==> config.mk <==
export PLATFORM = sky130hd
export DESIGN_NAME = osd_cmd_decoder
export DESIGN_NICKNAME = d
export VERILOG_FILES = /design/src/rtl/osd_pkg.sv /design/src/rtl/osd_serial_rx.sv /design/src/rtl/osd_addr_ctr.sv /design/src/rtl/osd_cfg_bank.sv /design/src/rtl/osd_cmd_decoder.sv
export SDC_FILE = /design/constraint.sdc
export NUM_CORES = 1
export LEC_CHECK = 0
export BUFFER_PORTS_ARGS = -buffer_cell sky130_fd_sc_hd__buf_2
export CORE_UTILIZATION = 50
export DETAILED_ROUTE_END_ITERATION = 10
export PLACE_DENSITY = 0.86
export SLEW_MARGIN = 30
export SYNTH_ARGS = -nofsm -noshare
export SYNTH_HDL_FRONTEND = slang
export SYNTH_SLANG_ARGS = --single-unit
==> constraint.sdc <==
create_clock -name clk -period 8.84 [get_ports clk]
set_clock_uncertainty 0.1 [all_clocks]
set_input_delay 2.21 -clock clk [delete_from_list [all_inputs] [get_ports clk]]
set_output_delay 2.21 -clock clk [all_outputs]
set_load 0.03 [all_outputs]
==> src/rtl/osd_pkg.sv <==
package osd_pkg;
    localparam int BYTE_W   = 8;
    localparam int CMD_W    = 4;
    localparam int NIB_W    = 4;
    localparam int DAT_W    = 7;
    localparam int FIRST_CFG = 2;
    localparam int NREG     = 9;

    localparam logic [CMD_W-1:0] CMD_ADDR = 4'd0;
    localparam logic [CMD_W-1:0] CMD_CHAR = 4'd1;

    function automatic logic [CMD_W-1:0] decode_cmd(input logic [BYTE_W-1:0] b);
        logic [CMD_W-1:0] idx;
        case (b[7:4])
            4'h8:    idx = 4'd0;
            4'h9:    idx = 4'd1;
            4'hA:    idx = 4'd2;
            4'hB:    idx = 4'd3;
            4'hC:    idx = 4'd4;
            4'hD:    idx = 4'd5;
            4'hE:    idx = 4'd6;
            default: idx = 4'd7 + {2'b00, b[3:2]};
        endcase
        return idx;
    endfunction
endpackage

==> src/rtl/osd_serial_rx.sv <==
module osd_serial_rx #(
    parameter int BYTE_W = 8
) (
    input  logic              clk,
    input  logic              rst_n,
    input  logic              cs_n_i,
    input  logic              sck_i,
    input  logic              sdi_i,
    output logic              byte_vld_o,
    output logic [BYTE_W-1:0] byte_o,
    output logic              cs_idle_o
);
    localparam int CNT_W = $clog2(BYTE_W);

    typedef struct packed {
        logic [1:0]        cs;
        logic [2:0]        sck;
        logic [1:0]        sdi;
        logic [BYTE_W-1:0] sh;
        logic [CNT_W-1:0]  cnt;
        logic              vld;
        logic [BYTE_W-1:0] data;
    } rx_t;

    rx_t q, d;

    always_comb begin
        d       = q;
        d.cs    = {q.cs[0], cs_n_i};
        d.sck   = {q.sck[1:0], sck_i};
        d.sdi   = {q.sdi[0], sdi_i};
        d.vld   = 1'b0;
        if (q.cs[1]) begin
            d.cnt = '0;
        end else if (q.sck[1] && !q.sck[2]) begin
            d.sh = {q.sh[BYTE_W-2:0], q.sdi[1]};
            if (q.cnt == CNT_W'(BYTE_W - 1)) begin
                d.vld  = 1'b1;
                d.data = {q.sh[BYTE_W-2:0], q.sdi[1]};
                d.cnt  = '0;
            end else begin
                d.cnt = q.cnt + 1'b1;
            end
        end
    end

    always_ff @(posedge clk or negedge rst_n) begin
        if (!rst_n) begin
            q      <= '0;
            q.cs   <= '1;
            q.sck  <= '1;
        end else begin
            q <= d;
        end
    end

    assign byte_vld_o = q.vld;
    assign byte_o     = q.data;
    assign cs_idle_o  = q.cs[1];
endmodule

==> src/rtl/osd_addr_ctr.sv <==
module osd_addr_ctr #(
    parameter int ROWS = 12,
    parameter int COLS = 24,
    parameter int ROW_W = $clog2(ROWS),
    parameter int COL_W = $clog2(COLS)
) (
    input  logic             clk,
    input  logic             rst_n,
    input  logic             load_row_i,
    input  logic [ROW_W-1:0] row_i,
    input  logic             load_col_i,
    input  logic [COL_W-1:0] col_i,
    input  logic             step_i,
    output logic [ROW_W-1:0] row_o,
    output logic [COL_W-1:0] col_o
);
    typedef struct packed {
        logic [ROW_W-1:0] row;
        logic [COL_W-1:0] col;
    } ptr_t;

    ptr_t q, d;

    always_comb begin
        d = q;
        if (load_row_i) d.row = row_i;
        if (load_col_i) d.col = col_i;
        if (step_i) begin
            if (q.col >= COL_W'(COLS - 1)) begin
                d.col = '0;
                d.row = (q.row >= ROW_W'(ROWS - 1)) ? '0 : q.row + 1'b1;
            end else begin
                d.col = q.col + 1'b1;
            end
        end
    end

    always_ff @(posedge clk or negedge rst_n) begin
        if (!rst_n) q <= '0;
        else        q <= d;
    end

    assign row_o = q.row;
    assign col_o = q.col;
endmodule

==> src/rtl/osd_cfg_bank.sv <==
module osd_cfg_bank #(
    parameter int NREG  = 9,
    parameter int NIB_W = 4,
    parameter int DAT_W = 7
) (
    input  logic                   clk,
    input  logic                   rst_n,
    input  logic [NREG-1:0]        nib_we_i,
    input  logic [NREG-1:0]        dat_we_i,
    input  logic [NIB_W-1:0]       nib_i,
    input  logic [DAT_W-1:0]       dat_i,
    output logic [NREG*NIB_W-1:0]  nib_o,
    output logic [NREG*DAT_W-1:0]  dat_o
);
    typedef struct packed {
        logic [NIB_W-1:0] nib;
        logic [DAT_W-1:0] dat;
    } slot_t;

    for (genvar g = 0; g < NREG; g++) begin : g_slot
        slot_t q, d;

        always_comb begin
            d = q;
            if (nib_we_i[g]) d.nib = nib_i;
            if (dat_we_i[g]) d.dat = dat_i;
        end

        always_ff @(posedge clk or negedge rst_n) begin
            if (!rst_n) q <= '0;
            else        q <= d;
        end

        assign nib_o[g*NIB_W +: NIB_W] = q.nib;
        assign dat_o[g*DAT_W +: DAT_W] = q.dat;
    end
endmodule

==> src/rtl/osd_cmd_decoder.sv <==
module osd_cmd_decoder
    import osd_pkg::*;
#(
    parameter int ROWS  = 12,
    parameter int COLS  = 24,
    parameter int ROW_W = $clog2(ROWS),
    parameter int COL_W = $clog2(COLS)
) (
    input  logic                  clk,
    input  logic                  rst_n,
    input  logic                  ser_cs_n,
    input  logic                  ser_clk,
    input  logic                  ser_dat,
    output logic [CMD_W-1:0]      cmd_o,
    output logic                  wr_en_o,
    output logic [ROW_W-1:0]      wr_row_o,
    output logic [COL_W-1:0]      wr_col_o,
    output logic [BYTE_W-1:0]     wr_code_o,
    output logic                  wr_attr_o,
    output logic [ROW_W-1:0]      cur_row_o,
    output logic [COL_W-1:0]      cur_col_o,
    output logic [NREG*NIB_W-1:0] cfg_nib_o,
    output logic [NREG*DAT_W-1:0] cfg_dat_o
);
    typedef struct packed {
        logic [CMD_W-1:0]  cmd;
        logic              attr;
        logic              we;
        logic [ROW_W-1:0]  wrow;
        logic [COL_W-1:0]  wcol;
        logic [BYTE_W-1:0] code;
    } dec_t;

    dec_t q, d;

    logic              byte_vld;
    logic [BYTE_W-1:0] rx_byte;
    logic              cs_idle;
    logic              load_row, load_col, step;
    logic [NREG-1:0]   nib_we, dat_we;
    logic [CMD_W-1:0]  new_cmd;
    logic [CMD_W-1:0]  new_slot, cur_slot;

    osd_serial_rx #(.BYTE_W(BYTE_W)) u_rx (
        .clk        (clk),
        .rst_n      (rst_n),
        .cs_n_i     (ser_cs_n),
        .sck_i      (ser_clk),
        .sdi_i      (ser_dat),
        .byte_vld_o (byte_vld),
        .byte_o     (rx_byte),
        .cs_idle_o  (cs_idle)
    );

    assign new_cmd  = decode_cmd(rx_byte);
    assign new_slot = new_cmd - CMD_W'(FIRST_CFG);
    assign cur_slot = q.cmd - CMD_W'(FIRST_CFG);

    always_comb begin
        d        = q;
        d.we     = 1'b0;
        load_row = 1'b0;
        load_col = 1'b0;
        step     = 1'b0;
        nib_we   = '0;
        dat_we   = '0;
        if (cs_idle) begin
            d.cmd = CMD_ADDR;
        end else if (byte_vld) begin
            if (q.cmd == CMD_CHAR) begin
                d.we   = 1'b1;
                d.wrow = cur_row_o;
                d.wcol = cur_col_o;
                d.code = rx_byte;
                step   = 1'b1;
            end else if (rx_byte[BYTE_W-1]) begin
                d.cmd = new_cmd;
                if (new_cmd == CMD_ADDR)      load_row = 1'b1;
                else if (new_cmd == CMD_CHAR) d.attr = rx_byte[0];
                else                          nib_we = NREG'(1) << new_slot;
            end else begin
                if (q.cmd == CMD_ADDR) load_col = 1'b1;
                else                   dat_we = NREG'(1) << cur_slot;
            end
        end
    end

    always_ff @(posedge clk or negedge rst_n) begin
        if (!rst_n) q <= '0;
        else        q <= d;
    end

    osd_addr_ctr #(.ROWS(ROWS), .COLS(COLS), .ROW_W(ROW_W), .COL_W(COL_W)) u_ptr (
        .clk        (clk),
        .rst_n      (rst_n),
        .load_row_i (load_row),
        .row_i      (rx_byte[ROW_W-1:0]),
        .load_col_i (load_col),
        .col_i      (rx_byte[COL_W-1:0]),
        .step_i     (step),
        .row_o      (cur_row_o),
        .col_o      (cur_col_o)
    );

    osd_cfg_bank #(.NREG(NREG), .NIB_W(NIB_W), .DAT_W(DAT_W)) u_cfg (
        .clk      (clk),
        .rst_n    (rst_n),
        .nib_we_i (nib_we),
        .dat_we_i (dat_we),
        .nib_i    (rx_byte[NIB_W-1:0]),
        .dat_i    (rx_byte[DAT_W-1:0]),
        .nib_o    (cfg_nib_o),
        .dat_o    (cfg_dat_o)
    );

    assign cmd_o     = q.cmd;
    assign wr_en_o   = q.we;
    assign wr_row_o  = q.wrow;
    assign wr_col_o  = q.wcol;
    assign wr_code_o = q.code;
    assign wr_attr_o = q.attr;
endmodule

==> summary by stage <==
Setup path
The data required time of the worst path is 9.04 ns. The worst setup path is of the reg2reg kind. The highest cell delay on the worst timing path is 0.81 ns. For the worst setup path, the data arrival time is 4.14 ns. The standard cell with the maximum stage delay on the critical path is sky130_fd_sc_hd__dfrtp_1.

The kind of launch point of the worst setup path is a register. Walking the worst path, the cells encountered are inv_1 > ha_1 > nor2b_1 > a311oi_2 > inv_1 > ha_1 > nand4_1 > a31oi_1 > nor3b_2 > mux2_2. The cell family contributing the most delay on the critical path is flip-flops.

The buffering stage count on the worst path with inverters included is 2. STA classifies the critical path endpoint as a register. The highest net fanout along the worst path is 21.

Floorplan
The overall die area is 13,500 um^2. Once the floorplan was initialized, standard cells occupied 51.5% of the core. In this run the vertical extent of the chip is 116 um.

The number of I/O pins is 136. The row count is 41. The width of the die is 116 um. The floorplan step defined a core boundary enclosing 12,700 um^2.

Drt
The number of remaining DRC errors is 0. The ratio of routed vias to standard cells is 5.40. In the final routed layout, each cell accounts on average for 18.4 um. The final route contains 4,360 vias. The first routing iteration left 266 violations. The routed design has 14.9 mm of wire. The number of nets with antenna violations after routing is 0. The first detailed-routing pass took 4 iterations.

Global routing
The via count of the first global-routing pass is 4,399. The maximum number of pins on one net before global-route repair is 82. The number of antenna violations at the first check in global routing is 0.

The total congestion overflow is 0. The first-pass GRT wire length is 23.2 mm. The total track usage is 23.2%.

Synth
The average instance in the mapped netlist occupies 13.2 um^2. The number of different library cells used by synthesis comes to 60. Of the total synthesized cell area, the portion taken by full adders, half adders and majority gates is 1.34%. The number of synthesized flops with an enable pin is 0.

The share of Yosys cell area claimed by the top area cell type is 58.2%. Summing the areas of all and, or, nand and nor instances in the mapped netlist gives 10.7% of the synthesized area. Yosys printed 0 warnings.

The post-synthesis sequential element count is 157. By area the synthesized netlist is led by sky130_fd_sc_hd__dfrtp_1 58%, sky130_fd_sc_hd__mux2_2 18%, sky130_fd_sc_hd__nand2_1 3.6%. The share of the synthesized netlist area taken by xor and xnor gates is 0.402%. The sequential cell area fraction in the yosys report is 60.2%. The compound-gate portion of the synthesized area is 4.85%. The post-synthesis instance total is 496.

The synthesized net count is 508. Of all flip-flops after synthesis, the portion carrying an async set or reset was 100%. The largest family of logic cells by synthesized area is multiplexers.

Summed over all instances, the cell type with the most area after synthesis is sky130_fd_sc_hd__dfrtp_1. The netlist area before placement is 6530 um^2. By instance count, the leading cell after synthesis is sky130_fd_sc_hd__dfrtp_1. Sorting the synthesized cells by how often they occur yields 152 x sky130_fd_sc_hd__dfrtp_1, 107 x sky130_fd_sc_hd__mux2_2, 63 x sky130_fd_sc_hd__nand2_1. The dominant synthesized flop cell is sky130_fd_sc_hd__dfrtp_1. Measured against the total synthesized area, the mux share comes to 19.7%.

Layout
Fill cells in the final layout number 961. After the flow finishes, the layout carries non-filler instances totaling 808. The layout overhead on the synthesized area is 21.2%. Of the cells placed in the final design, the portion with a size suffix greater than 1 is 46.5%. The number of nets in the layout is 636. The final instance area is 7910 um^2. The sequential cells in the finished layout cover a total of 3940 um^2.

The post-route core utilization is 62.5%. Summing all multi-input logic gate instances after layout gives 2410 um^2. The total inserted antenna cells is 0.

Place
Detailed placement finished with a half-perimeter wire length of 10.0 mm. The count of input and output buffers is 135. The number of placed instances, taps included, is 777. The placer congestion estimate is 0.861. In this run the cell area measured after placement is 7300 um^2.

CTS
Once the clock tree was built, the setup fixing pass inserted 0 buffers. The clock root buffer master is sky130_fd_sc_hd__clkbuf_16. The post-cts hold buffer count is 0. The number of clock sinks is 157. The clock latency on the worst-skew pair is 0.42 ns.

TritonCTS built the clock tree. The number of clock buffers inserted by TritonCTS is 17. The total number of H-tree levels is 4. After clock tree synthesis, the clock-pin slew on the worst setup and hold paths is 0.06 ns. Once the clock tree was built, the resizer swapped 0 gates to a different size. No sink is reached through more buffers than the 2 on the longest clock path.

Timing
The number of endpoints failing setup at the final stage is 0. The total negative slack is 0 ns. The worst pin sits at a relative slew slack of 39.5%. The number of max-slew violations in the final report is 0. The number of hold-slack violations in the final timing report was 0. Setup repair after global routing left no endpoint under its margin.

At the pin with the least slew margin, the transition time is 0.908 ns. In the finished design, the share of the clock period the worst path needs comes to 44.5%. Counting I/O delays and the setup requirement, the final critical path takes 3.94 ns. The achievable clock frequency is 254 MHz.

Pwr
The share of power burned in registers is 48.6%. The switching share of power is 20.3%. VDD sags by at most 0.125 mV.

The power spent charging and discharging nets is 0.311 mW. For this design the ratio of total power to cell area is 194 nW/um^2. Internal power comes to 1.22 mW. In this run, the clock network consumes 49.3% of the power. Summed over all cells, the static leakage comes to 4.27 nW.

The share of total power dissipated in combinational logic is 2.1%.

Worst hold path
The path type of the worst min-delay path is reg2reg.

Run
The reported max-cap violation count is 0.

Run status
The run finished with clean final reports.
-- cell families (layout without fill, tap and decap cells) --
kind of cell | count (synthesis) | count (layout)
xor+xnor | 3 | 3
compound gates | 47 | 47
flops | 157 | 157
fa+ha+maj | 7 | 7
simple gates | 130 | 130
mux | 115 | 115
buf+inv | 37 | 177
-- worst register-to-register path, stage by stage, from the launching register on --
cell,delay [ns]
sky130_fd_sc_hd__dfrtp_1,0.81
sky130_fd_sc_hd__inv_1,0.28
sky130_fd_sc_hd__ha_1,0.43
sky130_fd_sc_hd__nor2b_1,0.20
sky130_fd_sc_hd__a311oi_2,0.36
sky130_fd_sc_hd__inv_1,0.13
sky130_fd_sc_hd__ha_1,0.30
sky130_fd_sc_hd__nand4_1,0.13
sky130_fd_sc_hd__a31oi_1,0.28
sky130_fd_sc_hd__nor3b_2,0.41
sky130_fd_sc_hd__mux2_2,0.39
-- layout make-up --
type / instances / area share (%)
clock buffer: 20 / 5.64
clock inverter: 11 / 2.10
inverter: 10 / 0.538
multi-input combinational: 302 / 30.5
sequential: 157 / 49.7
tap: 172 / 2.72
timing repair buffer: 136 / 8.76
-- power groups by stage --
stage	sequential, mW	clock [mW]	combinational (mW)
6_report	0.747	0.757	0.0317
5_1_grt	0.749	0.796	0.0363
4_1_cts	0.747	0.768	0.0328
3_5_place_dp	0.759	0	0.0316
3_3_place_gp	0.757	0	0.0291
2_1_floorplan	0.754	0	0.0150
-- state kept, by name (all words and copies together), names as in the netlist, 5 cells and up --
register,flops
u_cfg.dat_o,63
u_cfg.nib_o,36
u_ptr.col_o,5
wr_col_o,5
u_rx.q,12
u_rx.byte_o,8
wr_code_o,8
-- metrics by stage --
stage	power [mW]	hold slack, ns	worst slack, ns
finish	1.54	0.255	4.90
CTS	1.55	0.257	5.00
detailed placement	0.791	0.249	4.98
floorplan	0.769	0.231	5.84
global placement	0.786	0.235	5.08
global route	1.58	0.263	4.63
-- final timing paths --
path,start,endpoint,slack (ns),depth (start not counted)
min reg2reg,u_rx.d[26],u_rx.cs_idle_o,0.26,0
max,u_rx.byte_o[2],u_cfg.nib_o[9],4.90,10
max in group asynchronous,rst_n,u_rx.byte_o[4],5.78,2
min,u_rx.d[26],u_rx.cs_idle_o,0.26,0
max reg2reg,u_rx.byte_o[2],u_cfg.nib_o[9],4.90,10
min in group asynchronous,rst_n,u_cfg.dat_o[14],1.71,1
-- cells in the final DEF (no fill, tap or decap), drive strengths merged, types with 3 or more instances in the layout --
| cell type | netlist | final |
|---|---|---|
| nand3 | 4 | 4 |
| nor3 | 9 | 9 |
| buf | 12 | 136 |
| and2 | 3 | 3 |
| or3 | 3 | 3 |
| a221o | 3 | 3 |
| nor2b | 5 | 5 |
| nor3b | 6 | 6 |
| and3 | 4 | 4 |
| clkbuf | 15 | 20 |
| inv | 9 | 10 |
| nand2 | 64 | 64 |
| dfrtp | 152 | 152 |
| nand2b | 4 | 4 |
| clkinv | 1 | 4 |
| mux2 | 107 | 107 |
| bufinv | 0 | 4 |
| o21ai | 21 | 21 |
| clkinvlp | 0 | 3 |
| a21oi | 7 | 7 |
| mux2i | 8 | 8 |
| nor2 | 15 | 15 |
| dfstp | 5 | 5 |
| ha | 7 | 7 |
-- per-layer routing --
layer  up-vias  global-route usage [%]  part of all wire [%]
met5         -                       0                     0
met4         0                    12.1                   2.8
met3        31                    5.35                   4.7
met2       144                    36.1                    48
met1      2201                    30.6                    44
li1       1984                       -                     -
Power figures use the tool's default switching activity.
